## src/rtl/irq_route_pkg.sv

```systemverilog
package irq_route_pkg;
  localparam int unsigned OFF_RAW    = 12'h300;
  localparam int unsigned OFF_VIEW_D = 12'h080;

  // CPUs 0 and 1 live in the low bank, 2 and 3 in the high bank.
  function automatic int unsigned mask_off(input int unsigned cpu);
    if (cpu < 2) return 12'h200 + 12'h040 * cpu;
    else         return 12'h600 + 12'h040 * (cpu - 2);
  endfunction

  function automatic int unsigned view_off(input int unsigned cpu);
    return mask_off(cpu) + OFF_VIEW_D;
  endfunction
endpackage

```

## src/rtl/irq_src_capture.sv

```systemverilog
module irq_src_capture #(
  parameter int unsigned NUM_SRC = 64
) (
  input  logic               clk_i,
  input  logic               rst_ni,
  input  logic [NUM_SRC-1:0] lvl_i,
  output logic [NUM_SRC-1:0] raw_o
);
  logic [NUM_SRC-1:0] stage_q, stage_d;
  logic [NUM_SRC-1:0] raw_q, raw_d;

  always_comb begin
    stage_d = lvl_i;
    raw_d   = stage_q;
  end

  always_ff @(posedge clk_i or negedge rst_ni) begin
    if (!rst_ni) begin
      stage_q <= '0;
      raw_q   <= '0;
    end else begin
      stage_q <= stage_d;
      raw_q   <= raw_d;
    end
  end

  assign raw_o = raw_q;

  // raw register takes the captured level one edge later
  p_raw_follows_r1: assert property (@(posedge clk_i) disable iff (!rst_ni)
    raw_q == $past(stage_q));
endmodule

```

## src/rtl/irq_mask_bank.sv

```systemverilog
module irq_mask_bank
  import irq_route_pkg::*;
#(
  parameter int unsigned NUM_CPU = 4,
  parameter int unsigned WIDTH   = 64,
  parameter int unsigned ADDR_W  = 12
) (
  input  logic                          clk_i,
  input  logic                          rst_ni,
  input  logic                          wr_i,
  input  logic [ADDR_W-1:0]             addr_i,
  input  logic [WIDTH-1:0]              wdata_i,
  output logic [NUM_CPU-1:0][WIDTH-1:0] mask_o
);
  logic [NUM_CPU-1:0][WIDTH-1:0] mask_q, mask_d;
  logic [NUM_CPU-1:0]            wen;

  for (genvar c = 0; c < NUM_CPU; c++) begin : g_cpu
    localparam logic [ADDR_W-1:0] MOFF = ADDR_W'(mask_off(c));
    assign wen[c] = wr_i && (addr_i == MOFF);

    always_comb begin
      mask_d[c] = mask_q[c];
      if (wen[c]) mask_d[c] = wdata_i;
    end

    always_ff @(posedge clk_i or negedge rst_ni) begin
      if (!rst_ni)     mask_q[c] <= '0;
      else if (wen[c]) mask_q[c] <= mask_d[c];
    end

    // only a write at this CPU's own offset may alter its mask
    p_mask_isolated_r3: assert property (@(posedge clk_i) disable iff (!rst_ni)
      !(wr_i && addr_i == MOFF) |=> $stable(mask_q[c]));
  end

  assign mask_o = mask_q;
endmodule

```

## src/rtl/irq_csr_read.sv

```systemverilog
module irq_csr_read
  import irq_route_pkg::*;
#(
  parameter int unsigned NUM_CPU = 4,
  parameter int unsigned WIDTH   = 64,
  parameter int unsigned ADDR_W  = 12
) (
  input  logic                          rd_i,
  input  logic [ADDR_W-1:0]             addr_i,
  input  logic [WIDTH-1:0]              raw_i,
  input  logic [NUM_CPU-1:0][WIDTH-1:0] mask_i,
  output logic [WIDTH-1:0]              rdata_o
);
  logic aligned;
  assign aligned = (addr_i[2:0] == 3'b000);

  always_comb begin
    rdata_o = '1;
    if (aligned) begin
      if (addr_i == ADDR_W'(OFF_RAW)) rdata_o = raw_i;
      for (int unsigned c = 0; c < NUM_CPU; c++) begin
        if (addr_i == ADDR_W'(mask_off(c))) rdata_o = mask_i[c];
        if (addr_i == ADDR_W'(view_off(c))) rdata_o = raw_i & mask_i[c];
      end
    end
    if (!rd_i) rdata_o = '0;
  end
endmodule

```

## src/rtl/irq_route_top.sv

```systemverilog
module irq_route_top
  import irq_route_pkg::*;
#(
  parameter int unsigned NUM_SRC     = 64,
  parameter int unsigned NUM_CPU     = 4,
  parameter int unsigned ADDR_W      = 12,
  parameter int unsigned LEGACY_LINE = 55
) (
  input  logic               clk_i,
  input  logic               rst_ni,
  input  logic [NUM_SRC-1:0] src_lvl_i,
  input  logic               legacy_irq_i,
  input  logic               csr_req_i,
  input  logic               csr_we_i,
  input  logic [ADDR_W-1:0]  csr_addr_i,
  input  logic [NUM_SRC-1:0] csr_wdata_i,
  output logic [NUM_SRC-1:0] csr_rdata_o,
  output logic [NUM_CPU-1:0] irq_o
);
  localparam logic [NUM_SRC-1:0] LEGACY_BIT = NUM_SRC'(1) << LEGACY_LINE;

  // reset: asserted asynchronously, released on a clock edge
  logic [1:0] rst_sync_q;
  logic       rst_n;
  always_ff @(posedge clk_i or negedge rst_ni) begin
    if (!rst_ni) rst_sync_q <= 2'b00;
    else         rst_sync_q <= {rst_sync_q[0], 1'b1};
  end
  assign rst_n = rst_sync_q[1];

  logic [NUM_SRC-1:0]              src_merged;
  logic [NUM_SRC-1:0]              raw;
  logic [NUM_CPU-1:0][NUM_SRC-1:0] mask;
  logic                            wr_aligned;

  assign src_merged = src_lvl_i | (legacy_irq_i ? LEGACY_BIT : '0);
  assign wr_aligned = csr_req_i && csr_we_i && (csr_addr_i[2:0] == 3'b000);

  irq_src_capture #(.NUM_SRC(NUM_SRC)) u_capture (
    .clk_i (clk_i),
    .rst_ni(rst_n),
    .lvl_i (src_merged),
    .raw_o (raw)
  );

  irq_mask_bank #(.NUM_CPU(NUM_CPU), .WIDTH(NUM_SRC), .ADDR_W(ADDR_W)) u_masks (
    .clk_i  (clk_i),
    .rst_ni (rst_n),
    .wr_i   (wr_aligned),
    .addr_i (csr_addr_i),
    .wdata_i(csr_wdata_i),
    .mask_o (mask)
  );

  irq_csr_read #(.NUM_CPU(NUM_CPU), .WIDTH(NUM_SRC), .ADDR_W(ADDR_W)) u_read (
    .rd_i   (csr_req_i && !csr_we_i),
    .addr_i (csr_addr_i),
    .raw_i  (raw),
    .mask_i (mask),
    .rdata_o(csr_rdata_o)
  );

  for (genvar c = 0; c < NUM_CPU; c++) begin : g_irq
    assign irq_o[c] = |(raw & mask[c]);

    // an all-zero mask can never raise this CPU's request
    p_no_irq_unmasked_r6: assert property (@(posedge clk_i) disable iff (!rst_n)
      (mask[c] == '0) |-> !irq_o[c]);
  end

  // assertion-only age counter since reset release
  logic [1:0] age_q;
  always_ff @(posedge clk_i or negedge rst_n) begin
    if (!rst_n)              age_q <= 2'd0;
    else if (age_q != 2'd3)  age_q <= age_q + 2'd1;
  end

  // writes to view or raw offsets leave every mask alone
  p_ro_write_ignored_r5: assert property (@(posedge clk_i) disable iff (!rst_n)
    (csr_req_i && csr_we_i && (csr_addr_i == ADDR_W'(OFF_RAW) ||
      csr_addr_i == ADDR_W'(view_off(0)))) |=> $stable(mask));

  // misaligned reads return all ones
  p_misaligned_read_r8: assert property (@(posedge clk_i) disable iff (!rst_n)
    (csr_req_i && !csr_we_i && csr_addr_i[2:0] != 3'b000) |-> (csr_rdata_o == '1));

  // legacy input reaches line 55 two edges later
  p_legacy_line_r7: assert property (@(posedge clk_i) disable iff (!rst_n)
    (age_q == 2'd3 && $past(legacy_irq_i, 2)) |-> raw[LEGACY_LINE]);
endmodule

```

## config.mk

```make
export PLATFORM = sky130hd
export DESIGN_NAME = irq_route_top
export DESIGN_NICKNAME = d
export VERILOG_FILES = /design/src/rtl/irq_route_pkg.sv /design/src/rtl/irq_src_capture.sv /design/src/rtl/irq_mask_bank.sv /design/src/rtl/irq_csr_read.sv /design/src/rtl/irq_route_top.sv
export SDC_FILE = /design/constraint.sdc
export NUM_CORES = 1
export LEC_CHECK = 0
export ABC_AREA = 0
export BUFFER_PORTS_ARGS = -buffer_cell sky130_fd_sc_hd__buf_2
export CAP_MARGIN = 20
export CORE_ASPECT_RATIO = 0.5
export CORE_MARGIN = 4
export CORE_UTILIZATION = 30
export CTS_CLUSTER_SIZE = 25
export DETAILED_ROUTE_END_ITERATION = 7
export GPL_ROUTABILITY_DRIVEN = 0
export GPL_TIMING_DRIVEN = 0
export PLACE_DENSITY = 0.57
export SYNTH_ARGS = -nofsm -noshare
export SYNTH_HDL_FRONTEND = slang
export SYNTH_HIERARCHICAL = 1
export SYNTH_SLANG_ARGS = --single-unit
export TNS_END_PERCENT = 5
```

## constraint.sdc

```tcl
create_clock -name clk_i -period 15.65 [get_ports clk_i]
set_input_delay 0.7825 -clock clk_i [delete_from_list [all_inputs] [get_ports clk_i]]
set_output_delay 0.7825 -clock clk_i [all_outputs]
set_load 0.01 [all_outputs]
```

Word-level counts from Yosys, hierarchy flattened
Index checks and enable logic that the tools add are counted.
{"block": "word_totals", "reg_bits": 386, "latch_bits": 0, "ram_bits": 0, "rom_bits": 0, "in_bits": 145, "out_inout_bits": 68, "elab_cells": 58, "n_memories": 0}
{"block": "op_classes", "n_addsub": 4, "multipliers": 0, "div": 0, "n_lt_le_gt_ge": 0, "n_eq_ne": 13, "shifts": 0, "n_mux": 16, "bitwise_logic": 5, "reduce_logical": 13}
{"operator": "64-bit two-way mux", "n": 11}
{"operator": "64-bit AND", "n": 4}
{"operator": "64-bit OR reduction", "n": 4}
{"operator": "12-bit equality test", "n": 8}
{"operator": "64-bit by 56-bit bitwise OR with 64-bit output", "n": 1}
{"operator": "56-bit two-way mux", "n": 1}
{"operator": "12-bit by 8-bit adder with 12-bit output, second input constant", "n": 4}
{"operator": "12-bit two-way mux", "n": 4}
{"operator": "12-bit by 10-bit equality test with 1-bit output, second input constant", "n": 3}
{"operator": "12-bit by 11-bit equality test with 1-bit output, second input constant", "n": 2}
{"operator": "1-bit logical AND", "n": 7}
{"operator": "3-bit logical NOT", "n": 1}
{"operator": "1-bit logical NOT", "n": 1}

Logic depth before layout (Yosys ltp)
{"block": "depth", "ltp_word": 13, "mapped_depth": 8}

By module
Netlist, hierarchy kept.
{"mod": "irq_mask_bank", "n_inst": 1, "cells_per_inst": 547, "area_per_inst_um2": 10171.0}
{"mod": "irq_csr_read", "n_inst": 1, "cells_per_inst": 953, "area_per_inst_um2": 6005.8}
{"mod": "irq_src_capture", "n_inst": 1, "cells_per_inst": 128, "area_per_inst_um2": 3203.1}
{"mod": "irq_route_top", "n_inst": 1, "cells_per_inst": 155, "area_per_inst_um2": 1377.6}

Least setup slack after synthesis
OpenSTA, ideal clock, no wires.
{"block": "synth_timing", "path_kind": "input-to-output", "start": "in csr_addr_i[6]", "end": "out csr_rdata_o[12]", "arrival_time_ns": 2.293, "required_ns": 14.868, "slack_ns": 12.574, "stages": 7, "path_buffers": 3, "path_cell_list": "buf_6 -> or4b_1 -> buf_4 -> buf_6 -> o32a_1 -> o2111ai_1 -> a311oi_1"}
{"block": "synth_via", "elab_chain_cells": 12, "elab_cells_between_ends": 20, "classes_between": "eq/ne: 9; mux: 11"}
{"element": "start, declared", "line_no": "irq_route_top.sv:15", "rtl": "input logic [ADDR_W-1:0] csr_addr_i,"}
{"element": "12-bit by 10-bit equality test with 1-bit output", "line_no": "irq_csr_read.sv:20", "rtl": "if (addr_i == ADDR_W'(OFF_RAW)) rdata_o = raw_i;"}
{"element": "64-bit two-way mux", "line_no": "irq_csr_read.sv:20"}
{"element": "64-bit two-way mux", "line_no": "irq_csr_read.sv:22", "rtl": "if (addr_i == ADDR_W'(mask_off(c))) rdata_o = mask_i[c];"}
{"element": "64-bit two-way mux", "line_no": "irq_csr_read.sv:23", "rtl": "if (addr_i == ADDR_W'(view_off(c))) rdata_o = raw_i & mask_i[c];"}
{"element": "64-bit two-way mux", "line_no": "irq_csr_read.sv:22"}
{"element": "64-bit two-way mux", "line_no": "irq_csr_read.sv:23"}
{"element": "64-bit two-way mux", "line_no": "irq_csr_read.sv:22"}
{"element": "64-bit two-way mux", "line_no": "irq_csr_read.sv:23"}
{"element": "64-bit two-way mux", "line_no": "irq_csr_read.sv:22"}
{"element": "64-bit two-way mux (*)", "line_no": "irq_csr_read.sv:23"}
{"element": "64-bit two-way mux (*)", "line_no": "irq_csr_read.sv:19", "rtl": "if (aligned) begin"}
{"element": "64-bit two-way mux (*)", "line_no": "irq_csr_read.sv:26", "rtl": "if (!rd_i) rdata_o = '0;"}
{"element": "end, declared", "line_no": "irq_route_top.sv:17", "rtl": "output logic [NUM_SRC-1:0] csr_rdata_o,"}
Every way passes the cells marked *; elsewhere a longest branch is shown, timed or not.

Worst setup path in the final report
{"block": "layout_timing", "start": "in csr_addr_i[3]", "end": "out csr_rdata_o[19]"}
The elaborated chain is that of the path after synthesis.

==> metrics.cfg <==
[clock_network]
cts.sinks=386
ctsRootBufferMaster=clkbuf_16
tritoncts=done
htreeDepth=2
clkTransAtPathRegs_ns=0.06
cts_buffers=40
clk_latency_ns=0.59
cts-resized-gates=0
cts_setup_buffers=0
clockBufferDepth=3
postCtsHoldBufs=1

[setup_path]
path_buf_inv=4
cp_data_required_time_ns=14.87
endpoint_kind=output pin
cp_max_fo=10
critical-path-top-delay-family=buffers and inverters
start_kind=input port
path_cells=buf_2 > nor3_1 > and2_1 > clkbuf_1 > buf_1 > a41oi_1 > buf_2
worst_path_most_repeated_cell=buf_2
slowest_stage=nor3_1
slowest_delay_ns=0.79
worstPathArrival_ns=3.98
timing.rr.start=rst_sync_q[1]$_DFF_PN0_
cp-startpoint=csr_addr_i[3]
worstSetupPathType=input port to output pin

[power]
power.density_mw_per_mm2=91.7
power.total_mw=2.25
ir_worst_vdd_mv=0.0648
power_leakage_nw=11.0

[synth]
synth_compound_area_share_pct=19.0
ys_async_sr_fraction_pct=100
synth_simple_gate_area_share_pct=12.9
syn_area_per_cell_um2=11.6
synth_edf_count=0
synth_top_family_by_area=compound AO/OA/AOI/OAI gates
yosysWarnings=6
synth_mux_area_share_pct=16.9
synth_fa_ha_area_share_pct=0
yosysSeqAreaShare_pct=46.5
syn_inst=1783
synth_fp_nets=1928
synth_ff_type=dfrtp_1
synth_xor_area_share_pct=0.0422
synthesis.area_mm2=0.0208
ys_ff_latch=386
synth_cell_type_count=62

[die]
io_pins=213
core_mm2=0.0677
initial_utilization_pct=30.6
fp.dieH_um=194
die-area_mm2=0.0737
rows=67
die_width_um=380

[placement]
place_hpwl_um=69300
pre_cts_slack_ns=11.25
dp_cells=2897
port_buffers=212

[sta]
worst_pin_slew_ns=1.21
drv_slew=0
setup_viol=0
rsz0062_at_grt=no
fin_crit_sh_pct=30.4
slew_headroom_pct=19.4
finalCriticalPeriod_ns=4.76
tns_ns=0
fin_skew_ns=0.0175
layout_setup_ws_ns=10.89
hold_viol=0
max_freq_mhz=210

[global_route]
grtUsageTotal_pct=24.4
grt_remaining_overflow=0
grt_pass1_vias=18000
grt_max_degree=71
antenna_found_initial=11
grt_pass1_wl_um=132000

[layout]
final_common_cell=dfrtp_1
nNetsFinal=2189
drive_above_1_share_pct=28.8
most-common-layout-cells=dfrtp_1, buf_2, o21ai_0
multiInputGateArea_mm2=0.0102
seq_area_mm2=0.00966
n_fill_cell=6704
fin_cells=2978
syn2layout_area_growth_pct=18.0

[drt]
drc=0
drt_iter0_drc=3321
wl_um=94400
via_per_inst=6.22
ant_nets=0
drt_pre_antenna_iters=7
wl_per_cell_um=31.7
via_count=18500

[hold_path]
min_from=src_lvl_i[50]
hold_class=input port to flop

[job]
drv_cap=0

[outcome]
status=finished clean

==> logic make-up (layout without fill, tap and decap cells) <==
family | Yosys count | in the layout
AOI/OAI and AO/OA | 511 | 511
and+or+nand+nor | 433 | 433
xor gates and xnor gates | 1 | 1
DFF | 386 | 386
muxes | 274 | 274
other | 1 | 6
buffers and inverters | 177 | 470
==> worst paths after layout <==
| check | slack, ns | end | cells past startpoint |
|---|---|---|---|
| max | 10.89 | csr_rdata_o[19] | 7 |
| max reg2reg | 13.99 | u_masks/mask_o[88]$_DFFE_PN0P_ | 2 |
| max in group asynchronous | 13.99 | u_masks/mask_o[88]$_DFFE_PN0P_ | 2 |
| min reg2reg | 0.35 | u_capture/raw_o[17]$_DFF_PN0_ | 0 |
| min | 0.30 | u_capture/raw_d[50]$_DFF_PN0_ | 1 |
| min in group asynchronous | 0.46 | u_capture/raw_o[30]$_DFF_PN0_ | 0 |
==> area by class of cell <==
class	count	share of cell area (%)
timing repair buffer	219	4.98
sequential	386	39.4
tap	897	4.58
clock buffer	49	4.56
multi-input combinational	1220	41.5
inverter	31	0.475
clock inverter	25	1.08
buffer	146	3.36
antenna	5	0.0511
==> report_power, final <==
part | internal [mW] | total (mW) | switching [mW] | leakage, nW
sequential | 1.01 | 1.05 | 0.0348 | 5.09
combinational | 0.0528 | 0.176 | 0.123 | 5.26
clock | 0.579 | 1.02 | 0.441 | 0.666
==> layer usage <==
layer,share of wire (%),GRT usage [%],up-vias
met5,0.15,0,-
met4,6.6,13.9,12
met3,13,8.02,365
met2,42,36.0,1470
met1,38,31.5,9196
li1,-,-,7474
==> state kept, by name, indices dropped and copies added (netlist names) <==
signal,flops
rst_sync_q,2
u_capture/raw_d,64
u_capture/raw_o,64
u_masks/mask_o,256
==> metrics by stage <==
| stage | area (um2) | hold slack, ns | utilization, % |
|---|---|---|---|
| 2_1_floorplan | 20800 | 0.331 | - |
| 3_3_place_gp | 22900 | 0.333 | 33.9 |
| 3_5_place_dp | 23100 | 0.335 | 34.1 |
| 4_1_cts | 24500 | 0.287 | 36.1 |
| 5_1_grt | 24500 | 0.288 | 36.2 |
| 6_report | 24500 | 0.302 | 36.2 |
==> worst register-to-register path, stage by stage, from the launching register on <==
cell and delay (ns):
dfrtp_4 1.00, buf_16 0.38, buf_16 0.38
==> synthesized netlist by cell type (39+ instances only) <==
library cell	count	area (um2)
dfrtp_1	386	9660
a22o_1	64	561
clkbuf_1	97	364
mux2_4	120	1800
nand2_1	46	173
a221oi_1	69	604
nor2b_1	39	244
and3_1	39	244
mux2_2	125	1410
a311oi_1	43	377
or3_1	61	382
nor3b_1	61	458
o21ai_0	139	696
Power figures use the tool's default switching activity.
